### src/rtl/refresh_chargen.sv
module refresh_chargen #(
  parameter int PAT_W = 8,
  parameter int ROW_W = 3,
  parameter int CODE_W = 6
) (
  input  logic                          clk,
  input  logic                          rst_n,
  input  logic                          t1_stb,
  input  logic                          t2_stb,
  input  logic                          t3_stb,
  input  logic                          pix_en,
  input  logic                          m1,
  input  logic                          rfsh,
  input  logic                          disp_en,
  input  logic                          ext_chr,
  input  logic [ROW_W-1:0]              row,
  input  logic [15:0]                   cpu_addr,
  input  logic [PAT_W-1:0]              mem_data,
  output logic                          data_zero,
  output logic                          addr_drive,
  output logic [ROW_W+CODE_W:0]         addr_out,
  output logic                          video
);
  localparam int CNT_W = $clog2(PAT_W + 1);

  logic [CODE_W-1:0] chr_q;
  logic              chr_inv, armed, zero_q, pix_inv;
  logic [PAT_W-1:0]  shreg;
  logic [CNT_W-1:0]  vcnt;

  wire disp_fetch = m1 & cpu_addr[15] & disp_en;
  wire load       = t1_stb & armed;
  wire shift      = pix_en & (vcnt != '0);

  always_ff @(posedge clk or negedge rst_n) begin
    if (!rst_n) begin
      chr_q   <= '0;
      chr_inv <= 1'b0;
      armed   <= 1'b0;
      zero_q  <= 1'b0;
    end else begin
      if (t2_stb && disp_fetch) begin
        chr_q   <= mem_data[CODE_W-1:0];
        chr_inv <= mem_data[7];
        armed   <= ~mem_data[6];
        zero_q  <= ~mem_data[6];
      end else begin
        if (t3_stb) zero_q <= 1'b0;
        if (t1_stb) armed <= 1'b0;
      end
    end
  end

  always_ff @(posedge clk or negedge rst_n) begin
    if (!rst_n) begin
      shreg   <= '0;
      vcnt    <= '0;
      pix_inv <= 1'b0;
    end else if (load) begin
      shreg   <= mem_data;
      vcnt    <= CNT_W'(PAT_W);
      pix_inv <= chr_inv;
    end else if (shift) begin
      shreg <= {shreg[PAT_W-2:0], 1'b0};
      vcnt  <= vcnt - 1'b1;
    end
  end

  assign data_zero  = zero_q;
  assign addr_drive = armed & rfsh;
  assign addr_out   = {(ext_chr ? cpu_addr[8] : cpu_addr[9]), chr_q, row};
  assign video      = (vcnt != '0) & (shreg[PAT_W-1] ^ pix_inv);


  zero_source_chk: assert property (@(posedge clk) disable iff (!rst_n)
    $rose(data_zero) |-> $past(t2_stb && m1 && cpu_addr[15] && disp_en && !mem_data[6]));


  zero_release_chk: assert property (@(posedge clk) disable iff (!rst_n)
    t3_stb |=> !data_zero);


  foreign_fetch_chk: assert property (@(posedge clk) disable iff (!rst_n)
    (t2_stb && !(m1 && cpu_addr[15] && disp_en) && !data_zero) |=> !data_zero);


  addr_release_chk: assert property (@(posedge clk) disable iff (!rst_n)
    t1_stb |=> !addr_drive);


  load_count_chk: assert property (@(posedge clk) disable iff (!rst_n)
    (t1_stb && armed) |=> (vcnt == CNT_W'(PAT_W)));


  shift_step_chk: assert property (@(posedge clk) disable iff (!rst_n)
    (pix_en && !t1_stb && vcnt != '0) |=> (vcnt == $past(vcnt) - 1'b1));


  count_bound_chk: assert property (@(posedge clk) disable iff (!rst_n)
    vcnt <= CNT_W'(PAT_W));
endmodule

### config.mk
export PLATFORM = sky130hd
export DESIGN_NAME = refresh_chargen
export DESIGN_NICKNAME = d
export VERILOG_FILES = /design/src/rtl/refresh_chargen.sv
export SDC_FILE = /design/constraint.sdc
export NUM_CORES = 1
export LEC_CHECK = 0
export ABC_AREA = 1
export CORE_AREA = 4 4 59 61
export DETAILED_ROUTE_END_ITERATION = 10
export DIE_AREA = 0 0 63 65
export PLACE_DENSITY_LB_ADDON = 0.08
export REMOVE_ABC_BUFFERS = 1
export SLEW_MARGIN = 20
export SYNTH_ARGS = -nofsm -noshare
export SYNTH_HDL_FRONTEND = slang
export SYNTH_SLANG_ARGS = --single-unit
### constraint.sdc
create_clock -name clk -period 3.41 [get_ports clk]
set_clock_uncertainty 0.2 [all_clocks]
set_input_delay 0.682 -clock clk [delete_from_list [all_inputs] [get_ports clk]]
set_output_delay 0.682 -clock clk [all_outputs]
set_load 0.03 [all_outputs]
==> impl_metrics.toml <==
[outcome]
status = "finished, final reports clean"

[cells_and_area]
n_antenna_cell = 0
drive_above_1_share_pct = 11.1
area_growth_pct = 27.1
stdcell_area_um2 = 1470
nNetsFinal = 202

[critical_path]
cp.arrival_ns = 2.06
slowest_delay_ns = 0.59
cp_common_cell = "clkdlybuf4s50_1"
crit_required_ns = 2.53
critPathBufInv = 2
cp_cell_sequence = "clkdlybuf4s50_1 -> mux2_2 -> clkdlybuf4s50_1"
end_kind = "output port"
critPathTopFamily = "buffers and inverters"
critPathKind = "input pin to output port"
slowest_stage = "clkdlybuf4s50_1"
crit_fanout = 1
critPathLaunchType = "input pin"

[timing]
finalCriticalPeriod_ns = 2.95
fmax_mhz = 340
max_slew_margin_pct = 65.6
grt_setup_unrepaired = "no"
finalHoldViolations = 0
setup_tns_ns = 0
tightest_slew_ns = 0.515
finalSetupViolations = 0
finalMaxSlewViolations = 0
post-route-period-util_pct = 86.4

[placement]
portBuffers = 30
hpwl_um = 1700
place_congestion = 0.666
placed_area_um2 = 1430

[pwr]
p_int_w = 0.000558
power.leakage_nw = 0.710
combPwrFrac_pct = 42.6
pwr-share-seq_pct = 41.3
ir_drop_uv = 260
switching_share_pct = 37.8
clockPowerShare_pct = 16.1
power.density_nw_per_um2 = 613
switchingPower_w = 0.000340

[synth]
synth_warnings = 0
ys_ff_latch = 22
yosysMostFrequentCell = "nand2_1"
seq_area_frac_synth_pct = 47.8
synthCells = 134
synth_top_area_share_pct = 47.8
async_flop_share_pct = 100
synth.top_cells.by_count = "nand2_1, dfrtp_1, inv_1"
yosys-top-cells-area = "dfrtp_1, nand2_1, o21ai_0"
synth.distinct_cells = 23
avgSynthCellArea_um2 = 8.60
synthesis.area_um2 = 1150
synth-edff-count = 0
yosysTopAreaCell = "dfrtp_1"
synthFlopType = "dfrtp_1"

[floorplan]
dieArea_um2 = 4100
rows = 20
initial_core_util_pct = 38.7
design.portCount = 50
fp.coreArea_um2 = 2980
die_h_um = 65
die_w_um = 63

[routing]
wl_per_cell_um = 11.9
viasPerCell = 4.76
drc = 0
vias = 929
firstDrtPassIters = 4
antenna_left = 0
wl_um = 2320
drt_first_iter_violations = 34

[grt]
grtUsageMet1_pct = 13.8
top_usage_layer = "met2"
grt_pass1_vias = 871
grt_pass1_wl_um = 3850
grt_util_met2_pct = 19.5
grtUsageTotal_pct = 12.0
overflow = 0
met3_usage_pct = 5.55
antenna_found_initial = 0
grt_max_degree = 23

[clock_network]
ctsResizeCount = 0
cts_tree = "yes"
clkSinkCount = 22
cts_hold_buffers = 0
htree_num_levels = 1
post_cts_buffers = 0
root_buffer = "clkbuf_4"
cts_max_path_buffers = 2
cts_buffers = 3
path_clk_slew_ns = 0.12
insertion_delay_ns = 0.31

[run]
cap_violations = 0

[min_path]
hold_path.class = "flop to flop"
[kinds of logic (layout without fill, tap and decap cells)]
family / Yosys count / in the layout / share of synthesized area [%]
AO/OA/AOI/OAI: 21 / 21 / 10.5
XOR/XNOR: 2 / 2 / 1.52
adder cells (fa/ha/maj): 2 / 2 / 2.17
buffers and inverters: 21 / 49 / 10.9
flip-flops: 22 / 22 / 47.8
multiplexers: 1 / 1 / 0.977
AND/OR/NAND/NOR: 65 / 65 / 26.2
[worst min-delay path, stage by stage, from the launching register on]
cell and delay, ns:
dfrtp_1 0.36, nand2_1 0.05, nand2_1 0.05
[layer usage]
metal | vias to the layer above | share of wire (%)
li1 | 477 | -
met1 | 417 | 46
met2 | 33 | 44
met3 | 2 | 8.6
met4 | 0 | 0.86
met5 | - | 0
[power by group through the flow]
stage               Sequential [W]  Combinational (W)  Clock [W]
detailed placement        0.000377           0.000386          0
global placement          0.000375           0.000378          0
global route              0.000380           0.000431   0.000161
CTS                       0.000372           0.000388   0.000152
finish                    0.000371           0.000383   0.000144
floorplan                 0.000399           0.000241          0
[final timing paths]
kind / start / to / slack, ns / cells after the start
setup / recovery: ext_chr / addr_out[9] / 0.46 / 3
max in group asynchronous: rst_n / shreg[0]$_DFFE_PN0P_ / 2.28 / 2
min in group asynchronous: rst_n / chr_inv$_DFFE_PN0P_ / 0.50 / 2
hold reg to reg: data_zero$_DFFE_PN0P_ / data_zero$_DFFE_PN0P_ / 0.29 / 2
hold / removal: data_zero$_DFFE_PN0P_ / data_zero$_DFFE_PN0P_ / 0.29 / 2
setup reg to reg: vcnt[0]$_DFFE_PN0P_ / shreg[6]$_DFFE_PN0P_ / 1.78 / 7
[area by class of cell]
| class | instances | area [µm²] |
|---|---|---|
| Clock buffer | 4 | 36.3 |
| Fill cell | 287 | 1510 |
| Inverter | 14 | 52.6 |
| Multi-Input combinational cell | 91 | 477 |
| Sequential cell | 22 | 551 |
| Tap cell | 33 | 41.3 |
| Timing Repair Buffer | 31 | 308 |
[stage by stage]
stage          hold slack (ns)  setup WS [ns]  instances  utilization [%]  total power, W
2_1_floorplan            0.186           1.34        127                -        0.000640
3_3_place_gp             0.260          0.476        191             48.0        0.000753
3_5_place_dp             0.263          0.456        191             48.0        0.000764
4_1_cts                  0.296          0.449        195             49.2        0.000912
5_1_grt                  0.336          0.435        195             49.2        0.000972
6_report                 0.287          0.465        195             49.2        0.000898
[registers in the layout, summed over array words and instances (netlist names)]
name / cells
armed: 1
chr_inv: 1
chr_q: 6
shreg: 8
pix_inv: 1
vcnt: 4
data_zero: 1
[cells in the final DEF, fill, tap and decap left out, types with 2 or more instances in the layout]
| cell | instances |
|---|---|
| a21oi_1 | 3 |
| clkbuf_4 | 3 |
| clkdlybuf4s50_1 | 30 |
| dfrtp_1 | 22 |
| ha_1 | 2 |
| inv_1 | 12 |
| inv_2 | 2 |
| nand2_1 | 41 |
| nand2_4 | 3 |
| nand3_1 | 9 |
| nand4_1 | 2 |
| nor2_1 | 7 |
| o21ai_0 | 11 |
| o21ai_1 | 2 |
| o21ai_2 | 4 |
(Power assumes the default switching activity.)
